`src/rtl/pws_pkg.sv`:
```
package pws_pkg;
  // Phase index: bit 0 = row parity offset, bit 1 = column parity offset
  localparam int PH_EE  = 0;
  localparam int PH_OE  = 1;
  localparam int PH_EO  = 2;
  localparam int PH_OO  = 3;
  localparam int NUM_PH = 4;

  function automatic int row_par(input int ph);
    return ph & 1;
  endfunction

  function automatic int col_par(input int ph);
    return (ph >> 1) & 1;
  endfunction
endpackage

```
`src/rtl/pws_scan_ctrl.sv`:
```
module pws_scan_ctrl #(
  parameter int N = 8
) (
  input  logic                 clk,
  input  logic                 rst_n,
  input  logic                 accept,
  input  logic                 sof,
  output logic [$clog2(N)-1:0] pos_row,
  output logic [$clog2(N)-1:0] pos_col,
  output logic                 frame_start,
  output logic                 even_pos
);
  localparam int CW = $clog2(N);
  localparam logic [CW-1:0] LAST = CW'(N - 1);

  logic [CW-1:0] row_q, col_q;

  // A flagged sample is position (0,0) whatever the counters hold
  assign pos_row     = sof ? '0 : row_q;
  assign pos_col     = sof ? '0 : col_q;
  assign frame_start = sof || (row_q == '0 && col_q == '0);
  assign even_pos    = ~pos_row[0] & ~pos_col[0];

  always_ff @(posedge clk or negedge rst_n) begin
    if (!rst_n) begin
      row_q <= '0;
      col_q <= '0;
    end else if (accept) begin
      if (pos_col == LAST) begin
        col_q <= '0;
        row_q <= (pos_row == LAST) ? '0 : pos_row + 1'b1;
      end else begin
        col_q <= pos_col + 1'b1;
        row_q <= pos_row;
      end
    end
  end
endmodule

```
`src/rtl/pws_row_bank.sv`:
```
module pws_row_bank #(
  parameter int W     = 8,
  parameter int N     = 8,
  parameter int DEPTH = 2
) (
  input  logic                       clk,
  input  logic                       clear,
  input  logic                       wr_en,
  input  logic [$clog2(N)-1:0]       col,
  input  logic [W-1:0]               din,
  output logic [DEPTH-1:0][W-1:0]    rd
);
  // mem[0] is the newest row of this parity, mem[DEPTH-1] the oldest
  logic [W-1:0] mem [DEPTH][N];

  always_ff @(posedge clk) begin
    if (clear) begin
      for (int d = 0; d < DEPTH; d++)
        for (int c = 0; c < N; c++)
          mem[d][c] <= '0;
    end
    if (wr_en) begin
      mem[0][col] <= din;
      for (int d = 1; d < DEPTH; d++)
        mem[d][col] <= clear ? '0 : mem[d-1][col];
    end
  end

  // On a frame start the stored rows belong to the old frame: read zero
  always_comb begin
    for (int d = 0; d < DEPTH; d++)
      rd[d] = clear ? '0 : mem[d][col];
  end
endmodule

```
`src/rtl/pws_col_hist.sv`:
```
module pws_col_hist #(
  parameter int W = 8,
  parameter int L = 4,
  parameter int M = 4
) (
  input  logic                              clk,
  input  logic                              shift,
  input  logic [L-1:0][W-1:0]               vec,
  output logic [M-2:0][L-1:0][W-1:0]        taps
);
  // taps[j] holds the column vector of column c-1-j
  always_ff @(posedge clk) begin
    if (shift) begin
      taps[0] <= vec;
      for (int j = 1; j < M - 1; j++)
        taps[j] <= taps[j-1];
    end
  end
endmodule

```
`src/rtl/pws_demux.sv`:
```
module pws_demux
  import pws_pkg::*;
#(
  parameter int W = 8,
  parameter int N = 8,
  parameter int L = 4,
  parameter int M = 4
) (
  input  logic [L-1:0][W-1:0]                            cur,
  input  logic [M-2:0][L-1:0][W-1:0]                     taps,
  input  logic [$clog2(N)-1:0]                           col,
  output logic [NUM_PH-1:0][(L/2)*(M/2)-1:0][W-1:0]      sub
);
  localparam int HL = L / 2;
  localparam int HM = M / 2;

  for (genvar ph = 0; ph < NUM_PH; ph++) begin : g_ph
    for (genvar a = 0; a < HL; a++) begin : g_row
      for (genvar b = 0; b < HM; b++) begin : g_col
        localparam int K = 2 * a + row_par(ph);
        localparam int D = 2 * b + col_par(ph);
        logic [W-1:0] raw;
        if (D == 0) begin : g_now
          assign raw = cur[K];
        end else begin : g_old
          assign raw = taps[D-1][K];
        end
        // Columns left of the frame edge read as zero
        assign sub[ph][a*HM+b] = (int'(col) >= D) ? raw : '0;
      end
    end
  end
endmodule

```
`src/rtl/pw_scanner.sv`:
```
module pw_scanner
  import pws_pkg::*;
#(
  parameter int W = 8,
  parameter int N = 8,
  parameter int L = 4,
  parameter int M = 4
) (
  input  logic                         clk,
  input  logic                         rst_n,
  input  logic                         in_valid,
  output logic                         in_ready,
  input  logic                         in_sof,
  input  logic [W-1:0]                 in_data,
  output logic                         win_valid,
  input  logic                         win_ready,
  output logic [(L/2)*(M/2)*W-1:0]     win_ee,
  output logic [(L/2)*(M/2)*W-1:0]     win_oe,
  output logic [(L/2)*(M/2)*W-1:0]     win_eo,
  output logic [(L/2)*(M/2)*W-1:0]     win_oo
);
  localparam int CW    = $clog2(N);
  localparam int HL    = L / 2;
  localparam int HM    = M / 2;
  localparam int SUBN  = HL * HM;
  localparam int EVN_D = HL - 1;   // even rows older than the current one
  localparam int ODD_D = HL;       // odd rows above the current even row

  logic           accept, frame_start, even_pos, clear, fire;
  logic [CW-1:0]  pos_row, pos_col;
  logic           win_valid_q;

  logic [EVN_D-1:0][W-1:0]                evn_rd;
  logic [ODD_D-1:0][W-1:0]                odd_rd;
  logic [L-1:0][W-1:0]                    vec;
  logic [M-2:0][L-1:0][W-1:0]             taps;
  logic [NUM_PH-1:0][SUBN-1:0][W-1:0]     sub_d, sub_q;

  assign in_ready = !win_valid_q || win_ready;
  assign accept   = in_valid && in_ready;
  assign clear    = accept && frame_start;
  assign fire     = accept && even_pos;

  pws_scan_ctrl #(.N(N)) u_ctrl (
    .clk(clk), .rst_n(rst_n), .accept(accept), .sof(in_sof),
    .pos_row(pos_row), .pos_col(pos_col),
    .frame_start(frame_start), .even_pos(even_pos)
  );

  pws_row_bank #(.W(W), .N(N), .DEPTH(EVN_D)) u_even_bank (
    .clk(clk), .clear(clear), .wr_en(accept && !pos_row[0]),
    .col(pos_col), .din(in_data), .rd(evn_rd)
  );

  pws_row_bank #(.W(W), .N(N), .DEPTH(ODD_D)) u_odd_bank (
    .clk(clk), .clear(clear), .wr_en(accept && pos_row[0]),
    .col(pos_col), .din(in_data), .rd(odd_rd)
  );

  // Column vector at the current column: rows r, r-1, ..., r-L+1
  for (genvar k = 0; k < L; k++) begin : g_vec
    if (k == 0) begin : g_cur
      assign vec[k] = in_data;
    end else if (k % 2 == 1) begin : g_odd
      assign vec[k] = odd_rd[(k-1)/2];
    end else begin : g_even
      assign vec[k] = evn_rd[k/2-1];
    end
  end

  pws_col_hist #(.W(W), .L(L), .M(M)) u_hist (
    .clk(clk), .shift(accept), .vec(vec), .taps(taps)
  );

  pws_demux #(.W(W), .N(N), .L(L), .M(M)) u_demux (
    .cur(vec), .taps(taps), .col(pos_col), .sub(sub_d)
  );

  always_ff @(posedge clk or negedge rst_n) begin
    if (!rst_n) begin
      win_valid_q <= 1'b0;
      sub_q       <= '0;
    end else if (fire) begin
      win_valid_q <= 1'b1;
      sub_q       <= sub_d;
    end else if (win_ready) begin
      win_valid_q <= 1'b0;
    end
  end

  assign win_valid = win_valid_q;
  assign win_ee    = sub_q[PH_EE];
  assign win_oe    = sub_q[PH_OE];
  assign win_eo    = sub_q[PH_EO];
  assign win_oo    = sub_q[PH_OO];
endmodule

```
`config.mk`:
```
export PLATFORM = sky130hd
export DESIGN_NAME = pw_scanner
export DESIGN_NICKNAME = d
export VERILOG_FILES = /design/src/rtl/pws_pkg.sv /design/src/rtl/pws_scan_ctrl.sv /design/src/rtl/pws_row_bank.sv /design/src/rtl/pws_col_hist.sv /design/src/rtl/pws_demux.sv /design/src/rtl/pw_scanner.sv
export SDC_FILE = /design/constraint.sdc
export NUM_CORES = 1
export LEC_CHECK = 0
export ABC_AREA = 1
export BUFFER_PORTS_ARGS = -buffer_cell sky130_fd_sc_hd__buf_2
export CAP_MARGIN = 10
export CORE_MARGIN = 2
export CORE_UTILIZATION = 45
export CTS_BUF_LIST = sky130_fd_sc_hd__clkbuf_4 sky130_fd_sc_hd__clkbuf_8
export DETAILED_ROUTE_END_ITERATION = 6
export HOLD_SLACK_MARGIN = 0.15
export PLACE_DENSITY = 0.67
export SYNTH_ARGS = -nofsm -noshare
export SYNTH_HDL_FRONTEND = slang
export SYNTH_HIERARCHICAL = 1
export SYNTH_SLANG_ARGS = --single-unit
export TNS_END_PERCENT = 10
```
`constraint.sdc`:
```
create_clock -name clk -period 4.61 [get_ports clk]
set_input_delay 0.461 -clock clk [delete_from_list [all_inputs] [get_ports clk]]
set_output_delay 0.461 -clock clk [all_outputs]
set_load 0.02 [all_outputs]
```
---- Word-level counts from Yosys, hierarchy flattened ----
Memory sizes are Yosys's and may differ from the RTL's.
Cells that the tools add are included.
operators by class
  $lt $le $gt $ge ......................... 5
  reductions and logical operators ........ 14
  muxes and demuxes ....................... 167
  bitwise gates (word level) .............. 132
  $add $sub $neg .......................... 2
  equality and inequality tests ........... 2
operators with widths
  cell                 number
  $mux 8               22
  $mux 1               134
  $mux 64              2
  $or 1x1->1           128
  $bmux 8 s3           3
  $demux 8 s3          1
  $mux 3               5
  $logic_and 1x1->1    7
  $add 3x1->3 const B  2
  $eq 3x3->1 const B   2
  $ge 3x2->1 const B   2
  $logic_not 3->1      2
  $ge 4x4->1 const B   1
  $lt 4x1->1 const B   1
  $not 3->4            1
  $ge 3x1->1 const B   1
  $logic_not 1->1      2
  $logic_or 1x1->1     2
  $not 1->1            2
  $reduce_bool 2->1    1
  $and 1x1->1          1
storage, ports and cells
  memory bits (writable) .................. 192
  register bits after elaboration ......... 231
  memories kept ........................... 2
memory list
  memory           words  width  read ports  clocked after Yosys merged registers in  write ports  line                RTL
  u_odd_bank.mem   2      64     2           0                                        2            pws_row_bank.sv:14  logic [W-1:0] mem [DEPTH][N];
  u_even_bank.mem  1      64     1           0                                        9            pws_row_bank.sv:14

---- Longest topological paths before layout ----
Gate-level depths: netlist (run 1).
  depth after elaboration ................. 8
  depth in mapped cells ................... 17

---- By module ----
Netlist (run 1), hierarchy kept.
by module, submodules not included
  module                      cells an instance  sequential area each (sq um)  area an instance (sq um)  instances
  pws_row_bank (u_odd_bank)   611                3843.7                        5940.7                    1
  pw_scanner                  580                3228.1                        5316.3                    1
  pws_row_bank (u_even_bank)  315                1921.8                        2984.1                    1
  pws_col_hist                96                 2882.8                        2882.8                    1
  pws_demux                   211                0.0                           1101.1                    1
  pws_scan_ctrl               54                 150.1                         370.4                     1

---- Worst setup path before layout (run 1) ----
No wires, ideal clock.
  kind .................................... flip-flop to flip-flop
  start ................................... register win_valid_q (netlist: win_valid)
  end ..................................... register u_ctrl.row_q[0]
  arrival time ............................ 3.279 ns
  path slack .............................. 1.212 ns
  cell stages (with the launch flop) ...... 8
  setup time .............................. 0.119 ns
  clock period less this slack ............ 3.398 ns
  path through ............................ dfrtp_1 -> nand2_2 -> buf_2 -> nand2_1 -> inv_1 -> nand2_1 -> nand3_1 -> nand2_1
between the ends
  longest elaborated chain between the ends .. 3
ends and longest elaborated chain
  what                    line                 RTL
  from (decl)             pw_scanner.sv:31     logic win_valid_q;
  from (signal assigned)  pw_scanner.sv:81     win_valid_q <= 1'b0;
  from (signal assigned)  pw_scanner.sv:84     win_valid_q <= 1'b1;
  from (signal assigned)  pw_scanner.sv:87     win_valid_q <= 1'b0;
  $logic_not 1->1         pw_scanner.sv:39     assign in_ready = !win_valid_q || win_ready;
  $logic_or 1x1->1        pw_scanner.sv:39
  $logic_and 1x1->1       pw_scanner.sv:40     assign accept = in_valid && in_ready;
  named net accept        pw_scanner.sv:29     logic accept, frame_start, even_pos, clear, fire;
  to (signal assigned)    pws_scan_ctrl.sv:31  row_q <= (pos_row == LAST) ? '0 : pos_row + 1'b1;
  to (signal assigned)    pws_scan_ctrl.sv:34  row_q <= pos_row;
  to (decl)               pws_scan_ctrl.sv:16  logic [CW-1:0] row_q, col_q;
The timed path passes the listed nets, and every way through them passes these cells.
A chain may end at the register's enable or synchronous reset.

---- Worst setup path in the final report (run 1) ----
  start ................................... register win_valid_q (netlist: win_valid)
  end ..................................... output in_ready
between the ends
  longest elaborated chain between the ends .. 2
ends and longest elaborated chain
  what              line              RTL
  $logic_not 1->1   pw_scanner.sv:39
  $logic_or 1x1->1  pw_scanner.sv:39
  to (decl)         pw_scanner.sv:12  output logic in_ready,
No other way between the ends.

==> run summary, run 1 <==
Outcome: completed
CP max FO: 101
WP buf/inv: 2
PortBufs: 142
Postcts setup bufs: 0
I/O Pins: 143
Starting Density: 45.5%
Clk_skew: 0.0293 ns
Post-Syn Area per Cell: 9.97 µm²
Fraction of layout cells with a size suffix above 1: 16.5%
Drt pass-1 iters: 5
Gpl congestion: 0.854
RSZ-0062 raised after global routing: false
Antenna violations before repair: 0
Root Buffer: clkbuf_8
Max stage delay cell, worst path: buf_4
# DRC: 0
Core Util, Final: 51.1%
Max_cap viols: 0
Chip Height: 207 µm
Cell row count: 74
Synth Net Count: 1,881
Vias in the first global route: 13,000
Final setup viols: 0
CP top delay family: buffers and inverters
Final Cell Area: 20,800 µm²
Setup CP Type: flop to primary output
Total congestion overflow: 0
Pwr/cell area: 487 nW/µm²
Final min period: 2.95 ns
Cts repair resizes: 0
First-pass GRT wire length: 71,500 µm
Core Area: 40,800 µm²
CTS tree: yes
Leak: 0.00980 µW
Hold Buf Count CTS: 2
Commonest non-fill, non-tap cell in the layout: nand2_1
Worst Setup End Kind: primary output
Synth-to-Final Area Change: 12.1%
Most frequent cells in the layout: nand2_1 (440), nor2_1 (299), edfxtp_1 (288)
Clk pin slew, worst setup/hold paths: 0.06 ns
Final WL: 45,300 µm
Dpl ws: 1.60 ns
Critical Path RT: 4.15 ns
CTS H-tree lvls: 3
Worst slew pin tran: 1.12 ns
Sink Count: 423
Final Worst Setup Slack: 1.66 ns
Arrival @ worst endpoint: 2.49 ns
Synth Warn #: 6
Slew HR: 25.2%
Die width: 207 µm
Gr usage total: 20.8%
Syn Inst Count: 1,865
Hold Path Class: input port to flop
Hpwl dp: 29,000 µm
Final Hold Viols: 0
CTS Buf Count: 68
Fmax: 339 MHz
Period utilization: 64.1%
Final Net Count: 1,982
Drt initial violations: 1,225
Largest net degree at the start of global routing: 102
Clock latency on the worst-skew pair: 0.60 ns
Sum of negative setup slack: 0 ns
Number of vias per cell: 5.25
Wire per inst: 17.7 µm
Max stage delay on crit path: 0.86 ns
Fin. max-slew vios: 0
Die area: 42,900 µm²
Peak supply drop: 200 µV
DRT antenna net count: 0
Via count: 13,400
Post-DP Area: 19,400 µm²
Pwr Total: 10,100 µW
Cell Area, Synth: 18,600 µm²
Clock tree buffer depth: 3
Crit-path cells: nand2_4 -> buf_4 -> buf_2
Startpoint types: flop
-- per-layer routing --
layer | up-vias | track usage (%) | part of all wire, % | wire [µm]
met5 | - | 0 | 0 | 0
met4 | 0 | 7.29 | 2.6 | 1160
met3 | 89 | 4.08 | 7.0 | 3190
met2 | 486 | 33.0 | 47 | 21300
met1 | 6496 | 28.7 | 43 | 19600
li1 | 6340 | - | - | -
-- through the flow --
step | std cells | hold WS, ns
after detailed placement | 2426 | 0.433
after global placement | 2426 | 0.431
final | 2554 | 0.203
after floorplan | 1865 | 0.165
after CTS | 2553 | 0.169
after global routing | 2553 | 0.177
-- worst register-to-register path, delay by kind of cell, from the launching register on --
family | cells | cell delay [ns]
buffers and inverters | 2 | 0.36
flip-flops | 1 | 0.40
AND/OR/NAND/NOR | 6 | 1.81
-- final timing paths --
path                                 start                    end  cells after the start  slack, ns
setup / recovery                 win_valid               in_ready                      3       1.66
hold / removal                  in_data[5]         u_hist/taps[5]                      1       0.20
setup reg to reg                 win_valid  u_odd_bank/mem[1][56]                      8       1.73
hold reg to reg            u_hist/taps[48]        u_hist/taps[80]                      0       0.44
max in group asynchronous            rst_n             win_oe[21]                      3       2.94
min in group asynchronous            rst_n             win_oe[23]                      2       0.54
-- flip-flops by register name, summed over array words and instances, names as in the netlist --
| name | flops |
|---|---|
| win_valid | 1 |
| u_odd_bank/mem | 128 |
| win_ee | 32 |
| u_even_bank/mem | 64 |
| u_ctrl/col_q | 3 |
| u_hist/taps | 96 |
| win_eo | 32 |
| win_oe | 32 |
| win_oo | 32 |
| u_ctrl/row_q | 3 |
-- where the power goes --
part / total [µW] / switching [µW] / internal (µW)
clock: 3310 / 1460 / 1850
sequential: 4900 / 251 / 4650
combinational: 1940 / 1430 / 508
total: 10100 / 3140 / 7010
-- layout make-up --
class / instances / area (µm²)
clock buffer: 105 / 1290
timing repair buffer: 170 / 947
antenna: 1 / 2.50
multi-input combinational: 1107 / 5040
clock inverter: 20 / 128
inverter: 196 / 738
fill: 3692 / 20000
sequential: 423 / 12000
tap: 532 / 666
No activity file was read; power rests on OpenSTA's default activity.
==> inputs of run 2 (changes only) <==
--- a/config.mk
+++ b/config.mk
@@ -5,7 +5,7 @@
 export SDC_FILE = /design/constraint.sdc
 export NUM_CORES = 1
 export LEC_CHECK = 0
-export ABC_AREA = 1
+export ABC_AREA = 0
 export BUFFER_PORTS_ARGS = -buffer_cell sky130_fd_sc_hd__buf_2
 export CAP_MARGIN = 10
 export CORE_MARGIN = 2
==> constraint.sdc (replaced) <==
create_clock -name clk -period 3 [get_ports clk]
set_input_delay 0.3 -clock clk [delete_from_list [all_inputs] [get_ports clk]]
set_output_delay 0.3 -clock clk [all_outputs]
set_load 0.02 [all_outputs]
==> run 2 against run 1 <==
  * Worst hold slack worse by 0.034 ns
  * Largest power group unchanged
  * Sequential power increased by 59%
  * Register-to-register slack got worse by 1.2 ns
  * Critical path type is now input port to flop
==> run summary, run 2 <==
Hold Path Class: input port to flop
RSZ-0062 raised after global routing: false
Starting Density: 45.5% (-0.073 points)
Vias in the first global route: 10,300 (-21%)
Sw frac: 30.7% (-0.29 points)
Wire per inst: 20.3 µm (+15%)
Syn Inst Count: 1,224 (-34%)
CP max FO: 22 (-78%)
First-pass GRT wire length: 61,200 µm (-14%)
Chip Height: 207 µm (-0.30%)
Worst Setup SP: in_sof
Peak supply drop: 380 µV (+90%)
Commonest non-fill, non-tap cell in the layout: edfxtp_1
Antenna violations before repair: 0 (unchanged)
Via count: 10,300 (-23%)
Die width: 207 µm (-0.30%)
Max stage delay cell, worst path: dlygate4sd3_1
Die area: 42,700 µm² (-0.60%)
Fmax: 396 MHz
N_diodes: 0 (-1)
Drt initial violations: 1,002 (-18%)
Dpl ws: 0.513 ns (-1.09 ns)
Critical Path RT: 3.48 ns (-0.67 ns)
Gr usage total: 18.9% (-1.9 points)
CTS Buf Count: 69 (+1.5%)
PortBufs: 142 (unchanged)
Hpwl dp: 26,100 µm (-9.9%)
Drt pass-1 iters: 5 (unchanged)
Clk_skew: 0.0289 ns (-0.000438 ns)
Cell row count: 74 (unchanged)
Crit-path cells: dlygate4sd3_1 -> buf_2 -> nor2b_4 -> buf_4 -> or2_2 -> nor2_1 -> a211oi_2 -> nor2_1 -> mux2_4
DRT antenna net count: 0 (unchanged)
# DRC: 0 (unchanged)
CTS tree: yes
Slew HR: 39.9% (+15 points)
Worst Setup End Kind: flop
Synth Net Count: 1,240 (-34%)
Total congestion overflow: 0 (unchanged)
Fin. max-slew vios: 0 (unchanged)
Register share of total power: 46.0% (-2.3 points)
Post-DP Area: 19,700 µm² (+1.6%)
Max_cap viols: 0 (unchanged)
Min-delay src: in_data[3]
Arrival @ worst endpoint: 3.00 ns (+0.51 ns)
R2r startpoint: u_ctrl/row_q[2]
I/O Pins: 143 (unchanged)
Max stage delay on crit path: 0.55 ns (-0.31 ns)
Switching power: 5180 µW (+65%)
CP most frequent cell: nor2_1
Clock tree buffer depth: 3 (unchanged)
CTS H-tree lvls: 3 (unchanged)
Final WL: 40,700 µm (-10%)
Pint: 11,700 µW (+67%)
Cell Area, Synth: 18,500 µm² (-0.61%)
Leak: 0.00877 µW (-11%)
Final Net Count: 1,433 (-28%)
Final Worst Setup Slack: 0.476 ns (-1.18 ns)
Sink Count: 423 (unchanged)
Biggest register: u_odd_bank/mem
Final min period: 2.52 ns
Clk pin slew, worst setup/hold paths: 0.06 ns (about the same)
Outcome: completed
Most frequent cells in the layout: edfxtp_1 (288), buf_2 (141), dfrtp_1 (135)
Clk pwr share: 28.7% (-3.9 points)
Post-Syn Area per Cell: 15.1 µm² (+51%)
Logic pwr share: 25.3% (+6.2 points)
Period utilization: 84.1%
Final Cell Area: 21,100 µm² (+1.2%)
Startpoint types: input port
Synth-to-Final Area Change: 14.1%
Biggest regs: u_odd_bank/mem: 128 flops, u_hist/taps: 96 flops, u_even_bank/mem: 64 flops
Max FFs per register: 128 (unchanged)
Root Buffer: clkbuf_8
Pwr/cell area: 801 nW/µm² (+65%)
Synth Warn #: 6 (unchanged)
Worst slew pin tran: 0.902 ns (-0.218 ns)
Number of vias per cell: 5.15 (-1.8%)
Clock latency on the worst-skew pair: 0.60 ns (about the same)
Final Hold Viols: 0 (unchanged)
Gpl congestion: 0.890 (+4.3%)
Largest net degree at the start of global routing: 107 (+4.9%)
Final setup viols: 0 (unchanged)
Core Area: 40,600 µm² (-0.45%)
Setup CP Type: input port to flop
Fraction of layout cells with a size suffix above 1: 32.9% (+16 points)
Cts repair resizes: 0 (unchanged)
## run 2: changes by cell type in the layout (fill, tap and decap cells not counted), sizes merged, moves of 24 or more
cell	before	now
nor2b	0	104
buf	168	206
nor2	311	115
mux2	0	134
nand4	128	0
and2	0	130
mux2i	0	78
o21ai	34	10
nand3	87	4
inv	196	6
a21boi	32	0
nand2	459	16
## run 2: what timing repair did
item,CTS,global route
hold buffers,4,0
endpoints found under the setup margin,0,0
setup buffers,0,0
endpoints found under the hold margin,94,0
## run 2: per-stage QoR
step | util [%] | setup TNS (ns) | cells | hold slack (ns) | total power [µW]
CTS | 51.9 | 0 | 2002 | 0.170 | 17000
floorplan | - | -0.662 | 1224 | 0.00441 | 10800
global placement | 48.5 | 0 | 1874 | 0.420 | 12100
detailed placement | 48.5 | 0 | 1874 | 0.424 | 12200
finish | 51.9 | 0 | 2002 | 0.169 | 16900
global route | 51.9 | 0 | 2002 | 0.179 | 17600
## run 2: power by group through the flow
| stage | Clock, µW | Sequential, µW | Combinational [µW] |
|---|---|---|---|
| after CTS | 4940 | 7780 | 4300 |
| final | 4850 | 7770 | 4270 |
| after floorplan | 0 | 8420 | 2370 |
| after detailed placement | 0 | 7880 | 4280 |
| after global placement | 0 | 7860 | 4220 |
| after global routing | 5200 | 7870 | 4550 |
## run 2: area by class of cell
type	count	area, µm²
well taps	532	666
fillers	3341	19600
repair buffers	210	1330
clock buffers	99	1220
multi-input cells	709	5720
clock inverters	25	120
flip-flops and latches	423	12000
inverters	4	15.0
## run 2: path summary, 6_finish.rpt
| check | endpoint | slack [ns] | cells past startpoint |
|---|---|---|---|
| max | win_oe[1] | 0.48 | 9 |
| min | u_hist/taps[3] | 0.17 | 1 |
| max reg2reg | u_odd_bank/mem[0][54] | 0.52 | 6 |
| min reg2reg | u_hist/taps[71] | 0.41 | 0 |
| max in group asynchronous | win_ee[13] | 1.78 | 3 |
| min in group asynchronous | win_ee[5] | 0.39 | 2 |
## run 2: worst max-delay path, delay by kind of cell
kind	cells	cell delay, ns
mux	1	0.30
simple gates	4	0.77
buf+inv	3	1.12
compound gates	1	0.50
## run 2: per-layer routing
metal	up-vias	track usage [%]	routed length [µm]
li1	4728	-	-
met1	5180	25.6	17600
met2	337	29.9	19300
met3	73	4.41	2700
met4	0	7.04	1100
met5	-	0	0
